`src/rtl/ssp_pkg.sv`:
```
// Package: shared types of the serial shift engine.
// Assumes: consumers import it; nothing here holds state.
package ssp_pkg;

    // Serial clock edge events as seen in the system clock domain.
    typedef struct packed {
        logic rise;
        logic fall;
    } sedge_t;

    // Role encoding of the cfg_master input.
    typedef enum logic {
        ROLE_SLAVE  = 1'b0,
        ROLE_MASTER = 1'b1
    } role_e;

endpackage

```
`src/rtl/ssp_clk_ctrl.sv`:
```
// Module: serial timing source.
// In the master role it toggles its own serial clock on divider strobes. It
// only starts a rising edge when the transmitter has more to send, and it
// always completes a falling edge. In the slave role it synchronizes the
// external clock, frame and data through SYNC flops and emits edge events.
// Assumes: SYNC >= 2 and an external clock slower than sysclk/12.
module ssp_clk_ctrl
    import ssp_pkg::*;
#(
    parameter int SYNC = 2
) (
    input  logic   clk,
    input  logic   rst_n,
    input  role_e  role,
    input  logic   presc_tick,
    input  logic   want_rise,
    input  logic   sclk_in,
    input  logic   frm_in,
    input  logic   rxd_in,
    output logic   sclk_q,
    output sedge_t ev,
    output logic   frm_s,
    output logic   rxd_s
);
    logic [SYNC-1:0] sck_sh;
    logic [SYNC-1:0] frm_sh;
    logic [SYNC-1:0] rxd_sh;
    logic            sck_d;
    logic            is_m;

    assign is_m  = (role == ROLE_MASTER);
    assign frm_s = frm_sh[SYNC-1];
    assign rxd_s = rxd_sh[SYNC-1];

    // Edge event selection: divider-driven in master role, synchronized edges in slave role.
    always_comb begin
        if (is_m) begin
            ev.rise = presc_tick & ~sclk_q & want_rise;
            ev.fall = presc_tick & sclk_q;
        end else begin
            ev.rise = sck_sh[SYNC-1] & ~sck_d;
            ev.fall = ~sck_sh[SYNC-1] & sck_d;
        end
    end

    // Synchronizer chains for the three external serial inputs.
    always_ff @(posedge clk) begin
        if (!rst_n) begin
            sck_sh <= '0;
            frm_sh <= '0;
            rxd_sh <= '0;
            sck_d  <= 1'b0;
        end else begin
            sck_sh <= {sck_sh[SYNC-2:0], sclk_in};
            frm_sh <= {frm_sh[SYNC-2:0], frm_in};
            rxd_sh <= {rxd_sh[SYNC-2:0], rxd_in};
            sck_d  <= sck_sh[SYNC-1];
        end
    end

    // Master serial clock register, held low in the slave role.
    always_ff @(posedge clk) begin
        if (!rst_n || !is_m) begin
            sclk_q <= 1'b0;
        end else if (ev.rise) begin
            sclk_q <= 1'b1;
        end else if (ev.fall) begin
            sclk_q <= 1'b0;
        end
    end

endmodule

```
`src/rtl/ssp_tx.sv`:
```
// Module: transmit shifter.
// On each rising event it either opens a word slot or shifts out the next bit,
// MSB first:
// - master role: a word slot opens with a one-period frame and the pop;
// - slave role: a frame seen by the receiver arms the shifter, and the next
//   rising event pops and drives the MSB, or zeros if the FIFO is empty.
// Assumes: msb (length-1) is stable while a word is in flight.
module ssp_tx
    import ssp_pkg::*;
#(
    parameter int DW = 16,
    parameter int IW = $clog2(DW)
) (
    input  logic          clk,
    input  logic          rst_n,
    input  role_e         role,
    input  sedge_t        ev,
    input  logic [IW-1:0] msb,
    input  logic          tx_empty,
    input  logic [DW-1:0] tx_data,
    input  logic          slv_start,
    output logic          tx_pop,
    output logic          txd,
    output logic          frm,
    output logic          more
);
    localparam int CW = IW + 1;

    logic [DW-1:0] sreg;
    logic [CW-1:0] left;
    logic          armed;
    logic          is_m;
    logic          drained;
    logic [CW-1:0] word_bits;
    logic [DW-1:0] slv_word;

    assign is_m      = (role == ROLE_MASTER);
    assign drained   = (left == '0);
    assign word_bits = {1'b0, msb} + CW'(1);
    assign slv_word  = tx_empty ? '0 : tx_data;
    assign tx_pop    = ev.rise & (is_m ? drained : (armed & ~tx_empty));
    assign more      = ~drained | ~tx_empty;

    // Shift register, bit counter, frame and slave arming.
    always_ff @(posedge clk) begin
        if (!rst_n) begin
            sreg  <= '0;
            left  <= '0;
            armed <= 1'b0;
            txd   <= 1'b0;
            frm   <= 1'b0;
        end else begin
            if (!is_m && slv_start) begin
                armed <= 1'b1;
            end
            if (ev.rise) begin
                if (is_m && drained) begin
                    frm  <= 1'b1;
                    txd  <= 1'b0;
                    sreg <= tx_data;
                    left <= word_bits;
                end else if (!is_m && armed) begin
                    frm   <= 1'b0;
                    txd   <= slv_word[msb];
                    sreg  <= slv_word << 1;
                    left  <= {1'b0, msb};
                    armed <= 1'b0;
                end else if (!drained) begin
                    frm  <= 1'b0;
                    txd  <= sreg[msb];
                    sreg <= sreg << 1;
                    left <= left - CW'(1);
                end else begin
                    frm <= 1'b0;
                    txd <= 1'b0;
                end
            end
            if (!is_m) begin
                frm <= 1'b0;
            end
        end
    end

endmodule

```
`src/rtl/ssp_rx.sv`:
```
// Module: receive shifter.
// On each falling event a high frame bit restarts word collection. Otherwise
// the data bit is shifted in MSB first. When the programmed count is reached,
// the word is pushed, or dropped with a sticky overrun if the FIFO is full.
// Assumes: msb is stable while a word is in flight.
module ssp_rx #(
    parameter int DW = 16,
    parameter int IW = $clog2(DW)
) (
    input  logic          clk,
    input  logic          rst_n,
    input  logic          fall,
    input  logic          frm_bit,
    input  logic          rxd_bit,
    input  logic [IW-1:0] msb,
    input  logic          rx_full,
    output logic          rx_push,
    output logic [DW-1:0] rx_data,
    output logic          overrun,
    output logic          frame_seen
);
    localparam int CW = IW + 1;

    logic [DW-1:0] acc;
    logic [CW-1:0] got;
    logic          active;
    logic [DW-1:0] acc_nx;
    logic [CW-1:0] got_nx;
    logic          done;

    assign acc_nx     = {acc[DW-2:0], rxd_bit};
    assign got_nx     = got + CW'(1);
    assign done       = (got_nx == ({1'b0, msb} + CW'(1)));
    assign frame_seen = fall & frm_bit;

    // Word assembly, push pulse and overrun flag.
    always_ff @(posedge clk) begin
        if (!rst_n) begin
            acc     <= '0;
            got     <= '0;
            active  <= 1'b0;
            rx_push <= 1'b0;
            rx_data <= '0;
            overrun <= 1'b0;
        end else begin
            rx_push <= 1'b0;
            if (fall) begin
                if (frm_bit) begin
                    active <= 1'b1;
                    got    <= '0;
                    acc    <= '0;
                end else if (active) begin
                    acc <= acc_nx;
                    got <= got_nx;
                    if (done) begin
                        active <= 1'b0;
                        if (rx_full) begin
                            overrun <= 1'b1;
                        end else begin
                            rx_push <= 1'b1;
                            rx_data <= acc_nx;
                        end
                    end
                end
            end
        end
    end

endmodule

```
`src/rtl/ssp_shift_engine.sv`:
```
// Module: serial shift engine top.
// It joins the timing source, the transmit shifter and the receive shifter,
// and clamps the word-length code. Frame and data for the receiver come from
// the engine's own outputs in the master role and from the synchronized
// external pins in the slave role.
// Assumes: configuration changes only while no word is in flight.
module ssp_shift_engine
    import ssp_pkg::*;
#(
    parameter int DW   = 16,
    parameter int SYNC = 2,
    localparam int IW  = $clog2(DW)
) (
    input  logic          clk,
    input  logic          rst_n,
    input  logic          cfg_master,
    input  logic [IW-1:0] cfg_wlen,
    input  logic          presc_tick,
    input  logic          tx_empty,
    input  logic [DW-1:0] tx_data,
    output logic          tx_pop,
    input  logic          rx_full,
    output logic          rx_push,
    output logic [DW-1:0] rx_data,
    output logic          overrun,
    output logic          sclk_out,
    output logic          frm_out,
    output logic          txd_out,
    input  logic          sclk_in,
    input  logic          frm_in,
    input  logic          rxd_in
);
    role_e         role;
    sedge_t        ev;
    logic [IW-1:0] msb;
    logic          want_rise;
    logic          frm_s;
    logic          rxd_s;
    logic          frame_seen;
    logic          frm_bit;
    logic          rxd_bit;

    assign role    = cfg_master ? ROLE_MASTER : ROLE_SLAVE;
    assign msb     = (cfg_wlen < IW'(3)) ? IW'(3) : cfg_wlen;
    assign frm_bit = cfg_master ? frm_out : frm_s;
    assign rxd_bit = cfg_master ? rxd_in  : rxd_s;

    ssp_clk_ctrl #(.SYNC(SYNC)) u_clk (
        .clk       (clk),
        .rst_n     (rst_n),
        .role      (role),
        .presc_tick(presc_tick),
        .want_rise (want_rise),
        .sclk_in   (sclk_in),
        .frm_in    (frm_in),
        .rxd_in    (rxd_in),
        .sclk_q    (sclk_out),
        .ev        (ev),
        .frm_s     (frm_s),
        .rxd_s     (rxd_s)
    );

    ssp_tx #(.DW(DW), .IW(IW)) u_tx (
        .clk      (clk),
        .rst_n    (rst_n),
        .role     (role),
        .ev       (ev),
        .msb      (msb),
        .tx_empty (tx_empty),
        .tx_data  (tx_data),
        .slv_start(frame_seen & ~cfg_master),
        .tx_pop   (tx_pop),
        .txd      (txd_out),
        .frm      (frm_out),
        .more     (want_rise)
    );

    ssp_rx #(.DW(DW), .IW(IW)) u_rx (
        .clk       (clk),
        .rst_n     (rst_n),
        .fall      (ev.fall),
        .frm_bit   (frm_bit),
        .rxd_bit   (rxd_bit),
        .msb       (msb),
        .rx_full   (rx_full),
        .rx_push   (rx_push),
        .rx_data   (rx_data),
        .overrun   (overrun),
        .frame_seen(frame_seen)
    );

endmodule

```
`config.mk`:
```
export PLATFORM = sky130hd
export DESIGN_NAME = ssp_shift_engine
export DESIGN_NICKNAME = d
export VERILOG_FILES = /design/src/rtl/ssp_pkg.sv /design/src/rtl/ssp_clk_ctrl.sv /design/src/rtl/ssp_tx.sv /design/src/rtl/ssp_rx.sv /design/src/rtl/ssp_shift_engine.sv
export SDC_FILE = /design/constraint.sdc
export NUM_CORES = 1
export LEC_CHECK = 0
export BUFFER_PORTS_ARGS = -buffer_cell sky130_fd_sc_hd__buf_2
export CORE_UTILIZATION = 25
export DETAILED_ROUTE_END_ITERATION = 12
export SYNTH_ARGS = -nofsm -noshare
export SYNTH_HDL_FRONTEND = slang
export SYNTH_SLANG_ARGS = --single-unit
```
`constraint.sdc`:
```
create_clock -name clk -period 5.7 [get_ports clk]
set_input_delay 0.855 -clock clk [delete_from_list [all_inputs] [get_ports clk]]
set_output_delay 0.855 -clock clk [all_outputs]
set_load 0.01 [all_outputs]
```
==> results.toml <==
[run_status]
status = "complete, no violations"

[run]
maxCapViolations = 0

[placement]
port_buffers = 50
placed_cell_area_sq_um = 3760
dpl_worst_slack_ns = 2.20
place.gp.congestion = 0.861
dp_hpwl_mm = 5.63

[timing]
setup_tns_ns = 0
period_share_pct = 67.2
drv_slew = 0
hold_viol_final = 0
slew_headroom_pct = 17.8
holdWs_ns = 0.436
skew_ns = 0.00760
timing.fmax_ghz = 0.261
setup_ws_ns = 1.87
period_needed_ns = 3.83
worstMarginPinSlew_ns = 1.23
rsz0062_at_grt = "no"
setup_viol = 0

[setup_path]
slowest_delay_ns = 0.82
arrival_ns = 2.98
start_kind = "register"
crit_path_end_kind = "output port"
path_cells = "inv_1 -> ha_1 -> nor4b_1 -> and2_1 -> nor2_1 -> nor3_1 -> buf_2"
crit_slowest_cell = "and2_1"
required_ns = 4.85
path_max_fanout = 25
critPathKind = "reg2out"

[die]
ioPinCount = 51
placementRows = 42
die_x_um = 118
die_h_um = 118
dieArea_sq_um = 14000
start_util_pct = 25.6
core_sq_um = 13200

[global_route]
grt_use_met2_pct = 20.0
gr-total-overflow = 0
grt_max_degree = 51
top_usage_layer = "met2"
met3_usage_pct = 4.05
grt_pass1_vias = 2820
use_met1_pct = 15.9
grt_pass1_wl_mm = 14.2
antenna_found_initial = 0
grt_use_total_pct = 12.7

[power]
power_frac_comb_pct = 13.9
p_int_mw = 0.935
switchingPower_mw = 0.344
seq_power_share_pct = 41.7
p_per_area_nw_per_um2 = 314
total_power_mw = 1.28
ir_drop_mv = 0.175
p_leak_nw = 1.48
p_sw_share_pct = 26.9
pwr-share-clk_pct = 44.5

[layout]
multi_input_area_sq_um = 1820
fin_nets = 450
antennaDiodeCount = 0
fillCellCount = 1429
area_delta_synth_final_pct = 20.0
drive_gt1_share_pct = 19.1
area.sequential_sq_um = 1420
finalInstanceArea_sq_um = 4070

[cts]
clk_latency_ns = 0.34
ctsResizeCount = 0
path_clk_slew_ns = 0.06
cts_buffers = 9
htreeDepth = 3
numClockSinks = 71
cts_tree = "yes"
postCtsHoldBufs = 0
cts_root_buffer = "clkbuf_16"
clockBufferDepth = 2
postCtsSetupBuffers = 0

[drt]
vias = 2950
routedWlPerCell_um = 13.7
drc_errors = 0
first_iter_violations = 343
viasPerCell = 4.92
routed_wl_mm = 8.22
ant_nets = 0
drt_pass1_iterations = 9

[synth]
async_flop_share_pct = 0
syn_inst = 384
synth_cell_types = 52
synth_commonest_cells = "dfxtp_1, nor2_1, nand2_1"
avgSynthCellArea_sq_um = 8.83
synth_ff_type = "dfxtp_1"
yosysTopAreaCellShare_pct = 41.9
synth_edf_count = 0
synth_warnings = 0
synthesis.nets = 416
yosys-top-cells-area = "dfxtp_1, mux2i_1, nor2_1"
yosysMostFrequentCell = "dfxtp_1"
ys_seq_area_share_pct = 41.9
syn_area_sq_um = 3390
synth_top_cell_by_area = "dfxtp_1"
synth_seq_cells = 71

[hold_path]
hp-class = "reg2reg"
[power by group through the flow]
stage               combinational (mW)  sequential (mW)  clock, mW
floorplan                        0.134            0.539          0
global placement                 0.173            0.543          0
detailed placement               0.176            0.543          0
CTS                              0.177            0.532      0.587
global route                     0.201            0.535      0.613
finish                           0.177            0.533      0.569
[registers in the layout (all words and copies together), names as in the netlist]
signal        flops
u_rx.rx_push      1
u_tx.left         5
u_tx.armed        1
u_rx.got          5
u_clk.rxd_sh      2
u_rx.rx_data     16
u_clk.sclk_q      1
u_clk.frm_sh      2
u_clk.sck_d       1
u_tx.sreg        16
u_tx.frm          1
u_tx.txd          1
u_rx.active       1
u_rx.acc         15
u_clk.sck_sh      2
u_rx.overrun      1
[stage by stage]
| step | std cells | utilization (%) |
|---|---|---|
| global placement | 583 | 28.4 |
| CTS | 599 | 30.7 |
| detailed placement | 583 | 28.4 |
| floorplan | 384 | - |
| finish | 599 | 30.7 |
| global route | 599 | 30.7 |
[critical path, delay by kind of cell, from the launching register on]
kind	cells	cell delay, ns
AND/OR/NAND/NOR	4	1.89
flip-flops	1	0.35
buffers and inverters	2	0.24
adder cells (fa/ha/maj)	1	0.18
[layout by cell type, fill, tap and decap left out, types with 7 or more instances in the layout]
| cell | Yosys | final |
|---|---|---|
| a211oi_1 | 16 | 16 |
| a21oi_1 | 13 | 13 |
| a222oi_1 | 17 | 17 |
| a22oi_1 | 17 | 17 |
| and2_1 | 10 | 10 |
| buf_2 | 1 | 50 |
| clkbuf_16 | 0 | 9 |
| dfxtp_1 | 71 | 71 |
| mux2i_1 | 22 | 22 |
| nand2_1 | 45 | 45 |
| nor2_1 | 47 | 47 |
| nor3_1 | 7 | 7 |
| o21ai_0 | 11 | 11 |
[layout make-up]
type / count / area share [%]
multi-input combinational: 275 / 44.6
tap: 176 / 5.41
clock inverter: 7 / 1.94
clock buffer: 9 / 5.54
sequential: 71 / 34.9
timing repair buffer: 54 / 6.89
inverter: 7 / 0.646
[layer usage]
layer  share of wire (%)  up-vias
met2                  46      101
met4                 1.4        0
met1                  46     1366
met5                   0        -
li1                    -     1476
met3                 6.9        7
[cell families after synthesis]
family | share of synthesized area (%)
XOR/XNOR | 2.84
flip-flops | 41.9
AO/OA/AOI/OAI | 20.5
multiplexers | 9.15
buffers and inverters | 4.69
AND/OR/NAND/NOR | 19.8
adder cells (fa/ha/maj) | 1.11
[final timing paths]
check	cells after the start	slack, ns	from	to
worst max-delay path	7	1.87	u_tx.left[0]$_SDFFE_PN0P_	tx_pop
worst min-delay path	1	0.44	u_clk.sck_sh[0]$_SDFF_PN0_	u_clk.sck_sh[1]$_SDFF_PN0_
worst max register to register	8	2.57	u_tx.left[0]$_SDFFE_PN0P_	u_tx.sreg[15]$_SDFFE_PN0P_
worst min register to register	1	0.44	u_clk.sck_sh[0]$_SDFF_PN0_	u_clk.sck_sh[1]$_SDFF_PN0_
(Power assumes the default switching activity.)
